==> config.mk <==
export PLATFORM = sky130hd
export DESIGN_NAME = uart_dbtx
export DESIGN_NICKNAME = d
export VERILOG_FILES = /design/src/rtl/udt_pkg.sv /design/src/rtl/udt_baud.sv /design/src/rtl/udt_hold.sv /design/src/rtl/udt_framer.sv /design/src/rtl/uart_dbtx.sv
export SDC_FILE = /design/constraint.sdc
export NUM_CORES = 1
export LEC_CHECK = 0
export ABC_AREA = 1
export BUFFER_PORTS_ARGS = -buffer_cell sky130_fd_sc_hd__buf_2
export CAP_MARGIN = 20
export CORE_MARGIN = 5
export CORE_UTILIZATION = 40
export DETAILED_ROUTE_END_ITERATION = 7
export PLACE_DENSITY = 0.59
export SLEW_MARGIN = 5
export SYNTH_ARGS = -nofsm -noshare
export SYNTH_HDL_FRONTEND = slang
export SYNTH_SLANG_ARGS = --single-unit
==> constraint.sdc <==
create_clock -name clk -period 2.5 [get_ports clk]
set_clock_uncertainty 0.1 [all_clocks]
set_input_delay 0.25 -clock clk [delete_from_list [all_inputs] [get_ports clk]]
set_output_delay 0.25 -clock clk [all_outputs]
set_load 0.005 [all_outputs]
==> src/rtl/udt_pkg.sv <==
package udt_pkg;

    localparam int DATA_W = 8;
    localparam int IDX_W  = $clog2(DATA_W);

    typedef enum logic [2:0] {
        ST_IDLE,
        ST_START,
        ST_DATA,
        ST_NINTH,
        ST_STOP
    } fr_state_t;

    typedef struct packed {
        logic              nine_en;
        logic              nine;
        logic [DATA_W-1:0] data;
    } tx_word_t;

    function automatic logic line_level(fr_state_t s, logic d0, logic n);
        case (s)
            ST_START: line_level = 1'b0;
            ST_DATA:  line_level = d0;
            ST_NINTH: line_level = n;
            default:  line_level = 1'b1;
        endcase
    endfunction

endpackage

==> src/rtl/udt_baud.sv <==
module udt_baud #(
    parameter int DIV_W = 16
) (
    input  logic             clk,
    input  logic             rst,
    input  logic             run,
    input  logic             restart,
    input  logic [DIV_W-1:0] div,
    output logic             tick
);

    logic [DIV_W-1:0] cnt;

    always_ff @(posedge clk) begin
        if (rst) begin
            cnt <= '0;
        end else if (restart) begin
            cnt <= div;
        end else if (run) begin
            if (cnt == '0) cnt <= div;
            else           cnt <= cnt - 1'b1;
        end
    end

    assign tick = run && !restart && (cnt == '0);

endmodule

==> src/rtl/udt_hold.sv <==
module udt_hold
    import udt_pkg::*;
(
    input  logic     clk,
    input  logic     rst,
    input  logic     wr_stb,
    input  tx_word_t wr_word,
    input  logic     take,
    output logic     full,
    output tx_word_t word,
    output logic     collide
);

    always_ff @(posedge clk) begin
        if (rst) begin
            full    <= 1'b0;
            word    <= '0;
            collide <= 1'b0;
        end else begin
            collide <= wr_stb && full;
            if (wr_stb && !full) begin
                full <= 1'b1;
                word <= wr_word;
            end else if (take) begin
                full <= 1'b0;
            end
        end
    end

endmodule

==> src/rtl/udt_framer.sv <==
module udt_framer
    import udt_pkg::*;
(
    input  logic     clk,
    input  logic     rst,
    input  logic     tick,
    input  logic     hold_full,
    input  tx_word_t hold_word,
    output logic     take,
    output logic     restart,
    output logic     run,
    output logic     idle,
    output logic     tx
);

    fr_state_t         st;
    logic [DATA_W-1:0] sh;
    logic              nine;
    logic              nine_en;
    logic              pend;
    logic [IDX_W-1:0]  idx;

    logic last_data;
    logic enter_stop;
    logic stop_end;

    always_comb begin
        last_data  = (st == ST_DATA) && (idx == IDX_W'(DATA_W - 1));
        enter_stop = tick && ((last_data && !nine_en) || (st == ST_NINTH));
        stop_end   = tick && (st == ST_STOP);
        take       = hold_full && ((st == ST_IDLE) || enter_stop || (stop_end && !pend));
        restart    = hold_full && (st == ST_IDLE);
        run        = (st != ST_IDLE);
        idle       = (st == ST_IDLE);
        tx         = line_level(st, sh[0], nine);
    end

    always_ff @(posedge clk) begin
        if (rst) begin
            st      <= ST_IDLE;
            sh      <= '0;
            nine    <= 1'b0;
            nine_en <= 1'b0;
            pend    <= 1'b0;
            idx     <= '0;
        end else begin
            case (st)
                ST_IDLE: begin
                    if (hold_full) st <= ST_START;
                end
                ST_START: begin
                    if (tick) begin
                        st  <= ST_DATA;
                        idx <= '0;
                    end
                end
                ST_DATA: begin
                    if (tick) begin
                        sh <= sh >> 1;
                        if (last_data) st <= nine_en ? ST_NINTH : ST_STOP;
                        else           idx <= idx + 1'b1;
                    end
                end
                ST_NINTH: begin
                    if (tick) st <= ST_STOP;
                end
                ST_STOP: begin
                    if (tick) st <= (pend || hold_full) ? ST_START : ST_IDLE;
                end
                default: st <= ST_IDLE;
            endcase

            if (enter_stop)    pend <= hold_full;
            else if (stop_end) pend <= 1'b0;

            if (take) begin
                sh      <= hold_word.data;
                nine    <= hold_word.nine;
                nine_en <= hold_word.nine_en;
            end
        end
    end

endmodule

==> src/rtl/uart_dbtx.sv <==
module uart_dbtx
    import udt_pkg::*;
#(
    parameter int DIV_W = 16
) (
    input  logic              clk,
    input  logic              rst,
    input  logic [DIV_W-1:0]  baud_div,
    input  logic              wr_stb,
    input  logic [DATA_W-1:0] wr_data,
    input  logic              bit9_en,
    input  logic              bit9_val,
    output logic              hold_empty,
    output logic              shift_empty,
    output logic              collide_o,
    output logic              tx_o
);

    tx_word_t wr_word;
    tx_word_t hold_word;
    logic     hold_full;
    logic     take;
    logic     restart;
    logic     run;
    logic     tick;
    logic     idle;

    assign wr_word = '{nine_en: bit9_en, nine: bit9_val, data: wr_data};

    udt_baud #(.DIV_W(DIV_W)) u_baud (
        .clk     (clk),
        .rst     (rst),
        .run     (run),
        .restart (restart),
        .div     (baud_div),
        .tick    (tick)
    );

    udt_hold u_hold (
        .clk     (clk),
        .rst     (rst),
        .wr_stb  (wr_stb),
        .wr_word (wr_word),
        .take    (take),
        .full    (hold_full),
        .word    (hold_word),
        .collide (collide_o)
    );

    udt_framer u_framer (
        .clk       (clk),
        .rst       (rst),
        .tick      (tick),
        .hold_full (hold_full),
        .hold_word (hold_word),
        .take      (take),
        .restart   (restart),
        .run       (run),
        .idle      (idle),
        .tx        (tx_o)
    );

    assign hold_empty  = !hold_full;
    assign shift_empty = idle;

endmodule

# Word-level counts from Yosys, hierarchy flattened
# Cells that the tools add are included.
dict set report op_classes {
  reduce_logical 31
  n_div 0
  multipliers 0
  mux 24
  add_sub_neg 2
  bitwise_logic 0
  n_lt_le_gt_ge 0
  n_eq_ne 12
  shift 0
}
# operator count
set ops {}
lappend ops {{two-way mux 16 bit} 3}
lappend ops {{two-way mux 3 bit} 10}
lappend ops {{two-way mux 8 bit} 3}
lappend ops {{logical NOT 16 bit} 1}
lappend ops {{subtractor 16 x 1 -> 16 bit, second input constant} 1}
lappend ops {{case mux 3 bit (5 select lines)} 1}
lappend ops {{!= test 2 x 1 -> 1 bit, second input constant} 6}
lappend ops {{nonzero test 2 bit} 6}
lappend ops {{logical AND 1 bit} 11}
lappend ops {{== test 3 x 2 -> 1 bit, second input constant} 2}
lappend ops {{== test 3 bit, second input constant} 2}
lappend ops {{case mux 3 bit (2 select lines)} 1}
lappend ops {{AND reduction 6 bit} 1}
lappend ops {{two-way mux 1 bit} 5}
lappend ops {{logical NOT 1 bit} 4}
lappend ops {{logical OR 1 bit} 4}
lappend ops {{AND reduction 4 bit} 1}
lappend ops {{adder 3 x 1 -> 3 bit, second input constant} 1}
lappend ops {{== test 3 x 1 -> 1 bit, second input constant} 1}
lappend ops {{logical NOT 3 bit} 1}
lappend ops {{case mux 1 bit (3 select lines)} 1}
lappend ops {{nonzero test 3 bit} 1}
lappend ops {{!= test 2 bit, second input constant} 1}
lappend ops {{AND reduction 2 bit} 1}
dict set report word_totals {
  memories 0
  wordCells 81
  out_inout_bits 4
  register_bits 45
  ram_bits 0
  latchBits 0
  romBits 0
}

# Logic depth before layout (Yosys ltp)
dict set report logic_depth {
  ltp_word 11
  depth_mapped 12
  ltp_nobuf 12
}

# Cells and area by module
# Synthesis repeated with hierarchy kept, for this count alone.
dict set report unflattened {
  cells_unflattened 442
  area_unflattened_um2 2862.7
}
# module cells_per_inst instances area_per_inst_um2
set by_module_without_submodules {}
lappend by_module_without_submodules {udt_baud 214 1 1251.2}
lappend by_module_without_submodules {udt_framer 154 1 1116.1}
lappend by_module_without_submodules {udt_hold 73 1 491.7}
lappend by_module_without_submodules {uart_dbtx 1 1 3.8}

# Least setup slack after synthesis
# OpenSTA, ideal clock, no wires.
dict set report synth_path {
  kind {reg-to-reg}
  start {register u_baud.cnt[0]}
  end {register u_framer.nine}
  path_stages_with_launch 13
  n_path_buf 1
  t_required_ps 2287
  setup_slack_ps 742
  t_arrival_ps 1544
  path_cell_list {dfxtp_1 > inv_1 > ha_1 > nand2_1 > nor2_1 > nand2_1 > nor2_4 > nand3_4 > nand3_4 > nand2_4 > buf_6 > o21ai_1 > nor2_1}
}
dict set report synth_via {
  elab_chain_cells 6
}
# element line_no
set synth_rtl {}
lappend synth_rtl {{start, declared} udt_baud.sv:12} ;# logic [DIV_W-1:0] cnt;
lappend synth_rtl {{start signal, assigned} udt_baud.sv:18} ;# cnt <= div;
lappend synth_rtl {{start signal, assigned} udt_baud.sv:20} ;# if (cnt == '0) cnt <= div;
lappend synth_rtl {{start signal, assigned} udt_baud.sv:21} ;# else cnt <= cnt - 1'b1;
lappend synth_rtl {{logical NOT 16 bit *} udt_baud.sv:25} ;# assign tick = run && !restart && (cnt == '0);
lappend synth_rtl {{logical AND 1 bit *} udt_baud.sv:25}
lappend synth_rtl {{logical AND 1 bit (on tied branches)} {udt_framer.sv:29, udt_framer.sv:30}}
lappend synth_rtl {{logical OR 1 bit / logical AND 1 bit (equally long branches)} udt_framer.sv:31} ;# take = hold_full && ((st == ST_IDLE) || enter_stop || (stop_end && !pend));
lappend synth_rtl {{logical OR 1 bit *} udt_framer.sv:31}
lappend synth_rtl {{logical AND 1 bit *} udt_framer.sv:31}
lappend synth_rtl {{end signal, assigned} udt_framer.sv:78} ;# nine <= hold_word.nine;
lappend synth_rtl {{end, declared} udt_framer.sv:18} ;# logic nine;
# Every way passes the cells marked *; elsewhere a longest branch is shown, timed or not.
# A chain may end at the register's enable or synchronous reset.

# Final worst setup path
dict set report layout_path {
  start {register u_baud.cnt[0]}
  end {register u_baud.cnt[4]}
}
dict set report layout_via {
  elab_chain_cells 4
}
# element line_no
set layout_rtl {}
lappend layout_rtl {{subtractor 16 x 1 -> 16 bit / logical NOT 16 bit (equally long branches)} {udt_baud.sv:21, udt_baud.sv:20}}
lappend layout_rtl {{two-way mux 16 bit *} udt_baud.sv:20}
lappend layout_rtl {{two-way mux 16 bit *} udt_baud.sv:19} ;# end else if (run) begin
lappend layout_rtl {{two-way mux 16 bit *} udt_baud.sv:17} ;# end else if (restart) begin
# Every way passes the cells marked *; elsewhere a longest branch is shown, timed or not. The select of a mux whose other input is x is not followed.

==> metrics.csv <==
metric;value;unit
Max Slew Vio Count;0;
Crit. Startpoint;u_baud.cnt[0];
grt total ovfl;0;
R2R Setup Slk;530;ps
Worst slew margin;50.6;%
area grow syn2layout;14.0;%
final setup TNS;0;ps
Crit path max-delay family;simple AND/OR/NAND/NOR gates;
ratio of final minimum period to clock period;78.7;%
Worst Hold Class;in2reg;
pre-CTS setup slack;531;ps
# port buffers;32;
Finished Layout Cells;482;
Final Util;46.2;%
Main synth FF type;dfxtp_1;
commonest non-fill, non-tap cells in the layout;nand2_1, nor2_1, dfxtp_1;
clock root buffer;clkbuf_8;
final worst path period need;1970;ps
H-tree depth;2;
M2 GR Usage;30.4;%
synth unique cells;32;
CTS Buffer Depth;2;
most common cell after layout, fill and taps aside;nand2_1;
nets;437;
CTS Buf Count;5;
slowest stage cell, crit path;nand2_2;
vias in the first global route;2419;
crit path launch type;flop;
Vias/cell;5.06;
async set-reset flop share out of synthesis;0;%
Ys Warns;0;
initial core utilization;40.5;%
multi-input logic area;1400;sq um
Final Hold Fails;0;
clock latency on the worst-skew pair;300;ps
DP HPWL;4480;um
Iter 0 DRT Violations;105;
routed len/inst;12.8;um
Fillers;692;
# resized after CTS;0;
drc violations;0;
syn_area_per_cell;6.76;sq um
R2R Path Start;u_baud.cnt[0];
Slew @ Worst Pin;741;ps
post-route setup slack;532;ps
Critical Path RT;2650;ps
total core area;6240;sq um
Register Area;901;sq um
DR vias;2440;
Fmax achieved;508;MHz
Critical Path Fanout Max;17;
crit path cell chain;inv_1 -> ha_1 -> nand3_1 -> nor2_1 -> nand2_1 -> nand2_2 -> a21oi_1 -> o21ai_1 -> o211ai_1 -> inv_1;
Detailed Routing Iterations Pass 1;4;
Syn Inst Count;374;
FF-to-FF path depth;10;
post-CTS setup buffer count;0;
# setup viols final;0;
gr busiest metal;met2;
M1 GR Usage;19.8;%
initial antenna violation count;0;
Levels on crit path;10;
Inserted Diodes;0;
MaxCap Viol Count;0;
I/O pin cnt;33;
register area share after synthesis;35.6;%
Crit. End Element;flop;
post-route ant nets;0;
hold_buf cts;0;
synthesis-stage register bit count;45;
gpl congestion;0.871;
sum of buffers and inverters on the critical path;2;
first-pass GRT wire length;10600;um
Syn Std Cell Area;2530;sq um
register clock-pin slew on the reported worst setup and hold paths;90;ps
Inst Count DP;474;
die height;89.5;um
WP data arrival;2110;ps
end of the critical path;u_baud.cnt[4];
die width;89.5;um
die footprint;8010;sq um
Mapped Nets;407;
Leak Pwr;1.30;nW
CP dominant cell by count;inv_1;
Worst path max stage delay;350;ps
CTS tree;built;
pwr/cell area;1200;nW/um^2
RSZ-0062 raised after global routing;no;
FF-to-FF End;u_baud.cnt[4];
largest net degree at the start of global routing;25;
# rows;29;
Hold Startpoint;wr_data[7];
GRT Total Usage;16.7;%
final wirelength;6150;um
outcome;finished, final reports clean;
WS Path Type;reg2reg;
Max IR drop VDD;0.000412;V
number of synthesized flops with an enable pin;0;
CTS sink cnt;45;
layout cells sized above 1;18.8;%
Global Route met3 Usage;2.86;%
power breakdown:
group / switching [mW] / internal [mW] / total (mW)
combinational: 1.12 / 0.621 / 1.74
clock: 0.253 / 0.397 / 0.650
sequential: 0.171 / 0.902 / 1.07
metal layers:
layer / part of all wire [%] / up-vias
li1: - / 1285
met1: 46 / 1103
met2: 49 / 43
met3: 3.4 / 9
met4: 1.3 / 0
met5: 0 / -
state kept, by name (all words and copies together), names as in the netlist:
name	cells
u_framer.pend	1
u_framer.nine_en	1
u_framer.idx	3
u_framer.nine	1
u_hold.collide	1
u_framer.st	3
u_hold.word	10
u_baud.cnt	16
u_framer.sh	8
u_hold.full	1
worst min-delay path by stage:
stage          cells past startpoint         endpoint  slack [ps]
2_1_floorplan                      1  u_framer.idx[0]         230
3_3_place_gp                       2   u_hold.word[5]         340
3_5_place_dp                       2   u_hold.word[5]         350
4_1_cts                            3   u_hold.word[7]          60
5_1_grt                            3   u_hold.word[7]          90
6_report                           3   u_hold.word[7]          70
cells in the mapped netlist (2+ instances only):
library cell / number / area share (%)
nand2_2: 4 / 0.99
a21oi_1: 34 / 6.7
inv_1: 31 / 4.6
nand2_1: 69 / 10
inv_2: 14 / 2.1
o21ai_1: 5 / 0.99
clkbuf_1: 7 / 1.0
nor3_1: 6 / 1.2
nor2_4: 3 / 1.3
ha_1: 4 / 2.0
o211ai_1: 6 / 1.8
a211oi_1: 5 / 1.5
nand3_1: 22 / 4.4
nand4_1: 5 / 1.2
mux2i_1: 2 / 0.79
nand3_4: 2 / 1.4
nor2_2: 6 / 1.5
buf_2: 3 / 0.59
dfxtp_1: 45 / 36
xor2_1: 7 / 2.4
o22ai_1: 2 / 0.49
nor2_1: 53 / 7.9
o21ai_0: 30 / 5.9
cell type report:
type / count / area share (%)
inverter: 45 / 5.86
clock buffer: 5 / 2.39
multi-input combinational: 272 / 48.5
clock inverter: 3 / 2.26
timing repair buffer: 35 / 6.34
tap: 77 / 3.34
sequential: 45 / 31.3
worst reg2reg max path, stage by stage, from the launching register on:
cell      delay [ps]
dfxtp_1          330
inv_1            110
ha_1             230
nand3_1           90
nor2_1           130
nand2_1          150
nand2_2          350
a21oi_1          140
o21ai_1          100
o211ai_1         100
inv_1             90
cell families after synthesis:
group	after synthesis	share of synthesized area, %
AND/OR/NAND/NOR	173	31.0
AO/OA/AOI/OAI	85	18.7
buffers and inverters	57	9.06
flip-flops	45	35.6
XOR/XNOR	8	2.77
adder cells (fa/ha/maj)	4	1.98
multiplexers	2	0.792
metrics by stage:
stage | area (sq um) | hold slack, ps | total power [mW]
2_1_floorplan | 2530 | 228 | 2.46
3_3_place_gp | 2750 | 341 | 2.82
3_5_place_dp | 2750 | 349 | 2.84
4_1_cts | 2880 | 63.5 | 3.50
5_1_grt | 2880 | 88.6 | 3.81
6_report | 2880 | 69.5 | 3.47
No activity file was read; power rests on OpenSTA's default activity.
